==> src/rtl/itmr_pkg.sv <==
package itmr_pkg;
  localparam int BYTE_W = 8;
  localparam int CNT_W  = 2 * BYTE_W;

  localparam logic [1:0] ACC_CMD  = 2'd0;
  localparam logic [1:0] ACC_LO   = 2'd1;
  localparam logic [1:0] ACC_HI   = 2'd2;
  localparam logic [1:0] ACC_WORD = 2'd3;

  typedef enum logic [1:0] {CL_NONE, CL_LO, CL_HI, CL_WORD} clat_e;

  typedef struct packed {
    logic [1:0] acc;
    logic [2:0] mode;
    logic       bcd;
  } chcfg_t;
endpackage

==> src/rtl/itmr_cmd_dec.sv <==
module itmr_cmd_dec
  import itmr_pkg::*;
#(
  parameter int NCH = 3
) (
  input  logic              wr_en,
  input  logic [1:0]        addr,
  input  logic [BYTE_W-1:0] wr_data,
  output logic [NCH-1:0]    dat_we,
  output logic [NCH-1:0]    cfg_we,
  output logic [NCH-1:0]    lat_cnt,
  output logic [NCH-1:0]    lat_st
);
  localparam logic [1:0] CTRL_ADDR = 2'd3;

  logic       is_ctl;
  logic       is_rb;
  logic [1:0] sel;
  logic [1:0] acc;

  assign is_ctl = wr_en && (addr == CTRL_ADDR);
  assign sel    = wr_data[7:6];
  assign acc    = wr_data[5:4];
  assign is_rb  = is_ctl && (sel == 2'd3);

  for (genvar n = 0; n < NCH; n++) begin : g_dec
    logic hit;
    assign hit        = is_ctl && !is_rb && (sel == 2'(n));
    assign dat_we[n]  = wr_en && (addr == 2'(n));
    assign cfg_we[n]  = hit && (acc != ACC_CMD);
    assign lat_cnt[n] = (hit && (acc == ACC_CMD)) ||
                        (is_rb && wr_data[1+n] && !wr_data[5]);
    assign lat_st[n]  = is_rb && wr_data[1+n] && !wr_data[4];
  end
endmodule

==> src/rtl/itmr_chan.sv <==
module itmr_chan
  import itmr_pkg::*;
(
  input  logic              clk,
  input  logic              rst,
  input  logic              cfg_we,
  input  logic              dat_we,
  input  logic              rd_hit,
  input  logic              lat_cnt,
  input  logic              lat_st,
  input  logic [BYTE_W-1:0] wbyte,
  input  logic [CNT_W-1:0]  cnt_live,
  input  logic              out_lvl,
  output chcfg_t            cfg,
  output logic              load_stb,
  output logic [CNT_W-1:0]  load_val,
  output logic [BYTE_W-1:0] rd_byte
);
  logic              wph;
  logic              rph;
  logic [BYTE_W-1:0] hold;
  logic              stv;
  logic [BYTE_W-1:0] stat;
  clat_e             clst;
  logic [CNT_W-1:0]  clv;

  always_ff @(posedge clk) begin
    if (rst) begin
      cfg      <= '{acc: ACC_WORD, mode: 3'd0, bcd: 1'b0};
      wph      <= 1'b0;
      rph      <= 1'b0;
      hold     <= '0;
      stv      <= 1'b0;
      stat     <= '0;
      clst     <= CL_NONE;
      clv      <= '0;
      load_stb <= 1'b0;
      load_val <= '0;
    end else begin
      load_stb <= 1'b0;
      if (cfg_we) begin
        cfg <= '{acc: wbyte[5:4], mode: wbyte[3:1], bcd: wbyte[0]};
        wph <= 1'b0;
        rph <= 1'b0;
      end
      if (lat_cnt && (clst == CL_NONE)) begin
        clv  <= cnt_live;
        clst <= (cfg.acc == ACC_LO) ? CL_LO :
                (cfg.acc == ACC_HI) ? CL_HI : CL_WORD;
      end
      if (lat_st && !stv) begin
        stv  <= 1'b1;
        stat <= {out_lvl, 1'b0, cfg.acc, cfg.mode, cfg.bcd};
      end
      if (dat_we) begin
        case (cfg.acc)
          ACC_LO: begin
            load_stb <= 1'b1;
            load_val <= CNT_W'(wbyte);
          end
          ACC_HI: begin
            load_stb <= 1'b1;
            load_val <= {wbyte, {BYTE_W{1'b0}}};
          end
          default: begin
            if (!wph) begin
              hold <= wbyte;
              wph  <= 1'b1;
            end else begin
              load_stb <= 1'b1;
              load_val <= {wbyte, hold};
              wph      <= 1'b0;
            end
          end
        endcase
      end
      if (rd_hit) begin
        if (stv) begin
          stv <= 1'b0;
        end else if (clst != CL_NONE) begin
          clst <= (clst == CL_WORD) ? CL_HI : CL_NONE;
        end else if (cfg.acc == ACC_WORD) begin
          rph <= ~rph;
        end
      end
    end
  end

  always_comb begin
    if (stv) begin
      rd_byte = stat;
    end else begin
      case (clst)
        CL_LO, CL_WORD: rd_byte = clv[BYTE_W-1:0];
        CL_HI:          rd_byte = clv[CNT_W-1:BYTE_W];
        default: begin
          if (cfg.acc == ACC_HI || (cfg.acc == ACC_WORD && rph))
            rd_byte = cnt_live[CNT_W-1:BYTE_W];
          else
            rd_byte = cnt_live[BYTE_W-1:0];
        end
      endcase
    end
  end

  AST_WORD_PAIR: assert property (@(posedge clk) disable iff (rst)
    (load_stb && cfg.acc == ACC_WORD) |-> $past(wph));
  AST_STATUS_FIRST: assert property (@(posedge clk) disable iff (rst)
    (rd_hit && stv) |=> (!stv && $stable(clst)));
  AST_LATCH_HOLD: assert property (@(posedge clk) disable iff (rst)
    (clst != CL_NONE && !rd_hit) |=> $stable(clv));
  AST_LATCH_KEEPS_CFG: assert property (@(posedge clk) disable iff (rst)
    lat_cnt |=> $stable(cfg));
endmodule

==> src/rtl/itmr_regif.sv <==
module itmr_regif
  import itmr_pkg::*;
#(
  parameter int NCH = 3
) (
  input  logic                 clk,
  input  logic                 rst,
  input  logic                 wr_en,
  input  logic                 rd_en,
  input  logic [1:0]           addr,
  input  logic [7:0]           wr_data,
  output logic [7:0]           rd_data,
  input  logic [NCH*16-1:0]    cnt_live,
  input  logic [NCH-1:0]       out_lvl,
  output logic [NCH-1:0]       load_stb,
  output logic [NCH*16-1:0]    load_val,
  output logic [NCH*3-1:0]     ch_mode,
  output logic [NCH*2-1:0]     ch_acc,
  output logic [NCH-1:0]       ch_bcd
);
  logic [NCH-1:0]    dat_we;
  logic [NCH-1:0]    cfg_we;
  logic [NCH-1:0]    lat_cnt;
  logic [NCH-1:0]    lat_st;
  logic [NCH-1:0]    rd_hit;
  logic [BYTE_W-1:0] rd_byte [NCH];
  chcfg_t            cfg     [NCH];
  logic              rd_ok;
  logic [BYTE_W-1:0] rsel;

  assign rd_ok = rd_en && !wr_en;

  itmr_cmd_dec #(.NCH(NCH)) u_dec (
    .wr_en   (wr_en),
    .addr    (addr),
    .wr_data (wr_data),
    .dat_we  (dat_we),
    .cfg_we  (cfg_we),
    .lat_cnt (lat_cnt),
    .lat_st  (lat_st)
  );

  for (genvar n = 0; n < NCH; n++) begin : g_ch
    assign rd_hit[n] = rd_ok && (addr == 2'(n));
    itmr_chan u_chan (
      .clk      (clk),
      .rst      (rst),
      .cfg_we   (cfg_we[n]),
      .dat_we   (dat_we[n]),
      .rd_hit   (rd_hit[n]),
      .lat_cnt  (lat_cnt[n]),
      .lat_st   (lat_st[n]),
      .wbyte    (wr_data),
      .cnt_live (cnt_live[n*CNT_W +: CNT_W]),
      .out_lvl  (out_lvl[n]),
      .cfg      (cfg[n]),
      .load_stb (load_stb[n]),
      .load_val (load_val[n*CNT_W +: CNT_W]),
      .rd_byte  (rd_byte[n])
    );
    assign ch_mode[n*3 +: 3] = cfg[n].mode;
    assign ch_acc[n*2 +: 2]  = cfg[n].acc;
    assign ch_bcd[n]         = cfg[n].bcd;
  end

  always_comb begin
    rsel = '0;
    for (int n = 0; n < NCH; n++)
      if (addr == 2'(n)) rsel = rd_byte[n];
  end

  always_ff @(posedge clk) begin
    if (rst)        rd_data <= '0;
    else if (rd_ok) rd_data <= rsel;
  end

  AST_ONE_LOAD: assert property (@(posedge clk) disable iff (rst)
    $onehot0(load_stb));
  AST_RDATA_HOLD: assert property (@(posedge clk) disable iff (rst)
    !(rd_en && !wr_en) |=> $stable(rd_data));
endmodule

==> config.mk <==
export PLATFORM = sky130hd
export DESIGN_NAME = itmr_regif
export DESIGN_NICKNAME = d
export VERILOG_FILES = /design/src/rtl/itmr_pkg.sv /design/src/rtl/itmr_cmd_dec.sv /design/src/rtl/itmr_chan.sv /design/src/rtl/itmr_regif.sv
export SDC_FILE = /design/constraint.sdc
export NUM_CORES = 1
export LEC_CHECK = 0
export CAP_MARGIN = 10
export CORE_MARGIN = 1.5
export CORE_UTILIZATION = 57
export DETAILED_ROUTE_END_ITERATION = 6
export DONT_BUFFER_PORTS = 1
export PLACE_DENSITY_LB_ADDON = 0.2
export SKIP_LAST_GASP = 1
export SYNTH_ARGS = -nofsm -noshare
export SYNTH_HDL_FRONTEND = slang
export SYNTH_HIERARCHICAL = 1
export SYNTH_SLANG_ARGS = --single-unit
==> constraint.sdc <==
create_clock -name clk -period 1.9 [get_ports clk]
set_input_delay 0.095 -clock clk [delete_from_list [all_inputs] [get_ports clk]]
set_output_delay 0.095 -clock clk [all_outputs]
set_load 0.03 [all_outputs]
# Word-level counts from Yosys, hierarchy flattened
# Index checks and enable logic that the tools add are counted.
dict set report classes {
  muxes 81
  n_bitwise 12
  n_reduce_logical 78
  eq_ne 24
}
# op n
set op_table {}
lappend op_table {{one-hot mux 16 bit (2 select lines)} 3}
lappend op_table {{2-to-1 mux 8 bit} 9}
lappend op_table {{2-to-1 mux 16 bit} 3}
lappend op_table {{one-hot mux 8 bit (2 select lines)} 3}
lappend op_table {{2-to-1 mux 1 bit} 45}
lappend op_table {{logical AND 1 bit} 37}
lappend op_table {{2-to-1 mux 2 bit} 18}
lappend op_table {{== test 2 bit (second input constant)} 16}
lappend op_table {{OR reduction 2 bit} 9}
lappend op_table {{== test 2 x 1 -> 1 bit (second input constant)} 8}
lappend op_table {{zero test 2 bit} 6}
lappend op_table {{inverter 1 bit} 12}
lappend op_table {{AND reduction 3 bit} 3}
lappend op_table {{nonzero test 3 bit} 3}
lappend op_table {{nonzero test 2 bit} 4}
lappend op_table {{zero test 1 bit} 7}
lappend op_table {{logical OR 1 bit} 6}
lappend op_table {{AND reduction 2 bit} 3}
dict set report totals {
  output_inout_bits 77
  wordCells 232
  input_bits 65
  register_bits 185
}

# Depth between registers and ports, before layout
dict set report logic_depth {
  ltp_word 13
  ltp_mapped 9
  ltp_nobuf 8
}

# Cells and area by module
# Netlist, hierarchy kept.
# mod area_each_um2 n_inst seq_area_each_um2 cells_each
set modules_own_cells {}
lappend modules_own_cells {{itmr_chan at g_ch[1].u_chan ...} 2697.6 2 1181.1 318}
lappend modules_own_cells {{itmr_chan at g_ch[0].u_chan} 2688.8 1 1181.1 318}
lappend modules_own_cells {itmr_regif 524.3 1 160.2 52}
lappend modules_own_cells {itmr_cmd_dec 162.7 1 0.0 24}

# Worst setup path after synthesis
# Ideal clock, no wire load.
dict set report synth_path {
  path_type {reg-to-reg}
  startpoint {register, netlist name g_ch[2].u_chan/cfg[4]}
  endpoint {register rd_data[0]}
  period_less_slack_ps 2073
  n_path_buf 1
  t_required_ps 1820
  t_arrival_ps 1993
  stages_incl_launch_ff 10
  setup_slack_ps -173
  setup_time_ps 80
  cell_sequence {dfxtp_1 > inv_1 > ha_1 > a21oi_2 > buf_2 > nand3_1 > a32oi_1 > mux2i_1 > a2bb2oi_1 > a211oi_2}
}
# element line
set synth_lines {}
lappend synth_lines {{to (signal assigned)} itmr_regif.sv:74} ;# else if (rd_ok) rd_data <= rsel;
lappend synth_lines {{to (decl)} itmr_regif.sv:12} ;# output logic [7:0] rd_data,

==> results_dict.tcl <==
set metrics [dict create \
    synthCells 1030 \
    synth_ff_type "dfxtp_1" \
    synth_simple_gate_area_share 0.259 \
    drc 0 \
    critPathMaxStageDelay_ns 0.33 \
    fin_skew_ns 0.00707 \
    r2r_start "g_ch[2].u_chan/cfg[4]" \
    synth_edf_count 0 \
    ant_nets 0 \
    timing.hold.ws_ns -0.264 \
    synthXorXnorAreaFrac 0 \
    hold_path_class "input pin to flop" \
    leakagePower_nw 3.84 \
    final_area_um2 10300 \
    yosys_warnings 6 \
    ys_seq_elements 185 \
    gp_congestion 0.848 \
    path_clk_slew_ns 0.07 \
    fin_util 0.680 \
    timing.rr.end "rd_data[5]" \
    ir_drop_v 0.000642 \
    io_pins 142 \
    n_fill_cell 1251 \
    grt_usage 0.285 \
    min_from "rst" \
    multi_input_area_um2 4600 \
    start_kind "flop" \
    numPortBuffers 0 \
    core_um2 15100 \
    synth_fa_ha_area_frac 0.0128 \
    cts_buffer_depth 2 \
    critical_path_arrival_ns 2.19 \
    fp.dieArea_um2 16100 \
    synth_top_area_cell "dfxtp_1" \
    synth_top_area_share 0.422 \
    crit_path_max_fanout 15 \
    synth_compound_area_frac 0.184 \
    final_nets 1148 \
    finalNonFillerCells 1274 \
    drv_cap 0 \
    synth_cell_types 48 \
    antenna_found_initial 0 \
    synth_top_family_by_area "simple AND/OR/NAND/NOR gates" \
    async_flop_share 0 \
    maxSlewHeadroom 0.503 \
    fmax_mhz 544 \
    power_density_nw_per_um2 795 \
    dp_cells 1195 \
    setup_viol 0 \
    die_x_um 127 \
    rsz0062_at_grt "true" \
    hpwl_um 14800 \
    rrSetupSlack_ns 0.06 \
    min_period_ns 1.84 \
    crit_path_top_delay_cell "dfxtp_2" \
    synthMuxAreaShare 0.0536 \
    yosysMostFrequentCell "dfxtp_1" \
    routed_wl_um 23700 \
    area_growth_pct 17.0 \
    row_count 45 \
    worstSetupEndpointType "flop" \
    status "finished, violations left" \
    start_util 0.581 \
    hold_end "g_ch[1].u_chan/load_val[15]" \
    path_cells "inv_1, ha_2, a21oi_4, buf_12, nand3b_1, a32oi_1, mux2i_1, a2bb2oi_1, a211oi_2" \
    worst_pin_slew_ns 0.745 \
    violations "negative hold slack" \
    viasPerCell 5.98 \
    dpl_cell_area_um2 9070 \
    hold_viol_final 153 \
    period_share 0.968 \
    cts.htree.levels 4 \
    synth_common_cells "dfxtp_1, nand2_1, a21oi_1" \
    r2r_cells 9 \
    dr.pass1.iters 5 \
    maxSlewViolCount 0 \
    synth.avg_cell_area_um2 8.52 \
    insertedDiodeCount 0 \
    tritoncts "yes" \
    ys_top_cells_by_area "dfxtp_1, nand2_1, a21oi_1" \
    syn_nets 1104 \
    die_y_um 127 \
    clk_latency_ns 0.43 \
    seqCellArea_um2 3720 \
    root_buffer "clkbuf_16" \
    worstHoldPathCells 1 \
    required_ns 2.25 \
    grt_max_degree 180 \
    grt_overflow 0 \
    wl_per_cell_um 18.6 \
    ys_seq_area_frac 0.422 \
    drive_above_1_share 0.142 \
    cts_inserted_buffers 17 \
    synth.cell_area_um2 8770 \
    drt-initial-drc-count 661 \
    cts.sinks 185 \
    vias 7618 \
    grt_pass1_wl_um 36800 \
    grt_pass1_vias 6993 \
    critPathKind "flop to flop" \
]
where the power goes:
group	switching, W	total, W	internal [W]
Combinational	0.000261	0.000552	0.000290
Sequential	0.000112	0.00405	0.00394
Clock	0.00156	0.00356	0.00200
kinds of logic (layout without fill, tap and decap cells):
group	Yosys count	in the layout
compound gates	223	223
flops	185	185
simple gates	447	447
buf+inv	119	175
mux	47	47
fa+ha+maj	9	9
what timing repair did:
item	4_1_cts	5_1_grt
hold buffers	33	12
setup buffers	0	2
endpoints found under the setup margin	0	18
resized for setup	0	23
endpoints found under the hold margin	185	154
routing by layer:
metal	up-vias	global-route usage	share of wire	wire length [um]
met5	-	0	0	0
met4	0	0.0936	0.027	643
met3	47	0.0854	0.082	1930
met2	256	0.458	0.47	11100
met1	3617	0.369	0.43	10100
li1	3698	-	-	-
worst max-delay path by stage:
| stage | cells after the start | slack [ns] | end | from |
|---|---|---|---|---|
| final | 9 | 0.06 | rd_data[5] | g_ch[2].u_chan/cfg[4] |
| after global routing | 8 | -0.04 | rd_data[6] | g_ch[0].u_chan/cfg[4] |
| after CTS | 6 | 0.01 | rd_data[2] | g_ch[0].u_chan/clst[0] |
| after detailed placement | 6 | 0.03 | rd_data[2] | g_ch[0].u_chan/clst[0] |
| after global placement | 6 | 0.07 | rd_data[4] | g_ch[2].u_chan/clst[0] |
| after floorplan | 9 | 0.03 | rd_data[0] | g_ch[2].u_chan/cfg[4] |
area by class of cell:
type	instances	share of cell area
Multi-Input combinational cell	726	0.448
Tap cell	188	0.0229
Sequential cell	185	0.362
Timing Repair Buffer	106	0.0963
Clock buffer	20	0.0435
Inverter	38	0.0141
Clock inverter	11	0.0130
flip-flops by register name (all words and copies together) (netlist names):
| register | count |
|---|---|
| g_ch.u_chan/clv | 48 |
| g_ch.u_chan/cfg | 18 |
| g_ch.u_chan/load_val | 48 |
| g_ch.u_chan/clst | 6 |
| g_ch.u_chan/wph | 3 |
| g_ch.u_chan/hold | 24 |
| rd_data | 8 |
| g_ch.u_chan/load_stb | 3 |
| g_ch.u_chan/rph | 3 |
| g_ch.u_chan/stat | 21 |
| g_ch.u_chan/stv | 3 |
worst max-delay path, delay by kind of cell, from the launching register on:
kind            cells  cell delay (ns)
fa+ha+maj           1             0.23
mux                 1             0.13
buf+inv             2             0.24
simple gates        1             0.15
flops               1             0.33
compound gates      4             0.66
layout by cell type, fill, tap and decap left out, types with 4 or more instances in the layout:
cell type and instances:
dfxtp_1 176, nand3_1 46, clkbuf_16 18, and3_1 6
nor2_2 5, nand2b_1 13, o211ai_1 6, nand2_1 173
a21oi_1 108, nor3_1 19, inv_1 37, a32oi_1 17
a221oi_1 24, and3b_1 23, nor3_2 6, a211oi_2 8
a2bb2oi_1 10, nor2_1 68, a32oi_2 4, a211oi_1 22
nor2b_1 31, dfxtp_2 8, dlygate4sd3_1 45, mux2i_1 47
inv_6 6, nand3b_1 27, ha_1 5, buf_4 55
buf_12 5
through the flow:
step           setup WS [ns]  setup TNS [ns]  total power, W  hold WS (ns)
2_1_floorplan         0.0296               0         0.00455         0.225
3_3_place_gp          0.0675               0         0.00461         0.177
3_5_place_dp          0.0319               0         0.00462         0.180
4_1_cts               0.0130               0         0.00816        -0.277
5_1_grt              -0.0441          -0.122         0.00845        -0.282
6_report              0.0612               0         0.00816        -0.264
No activity file was read; power rests on OpenSTA's default activity.
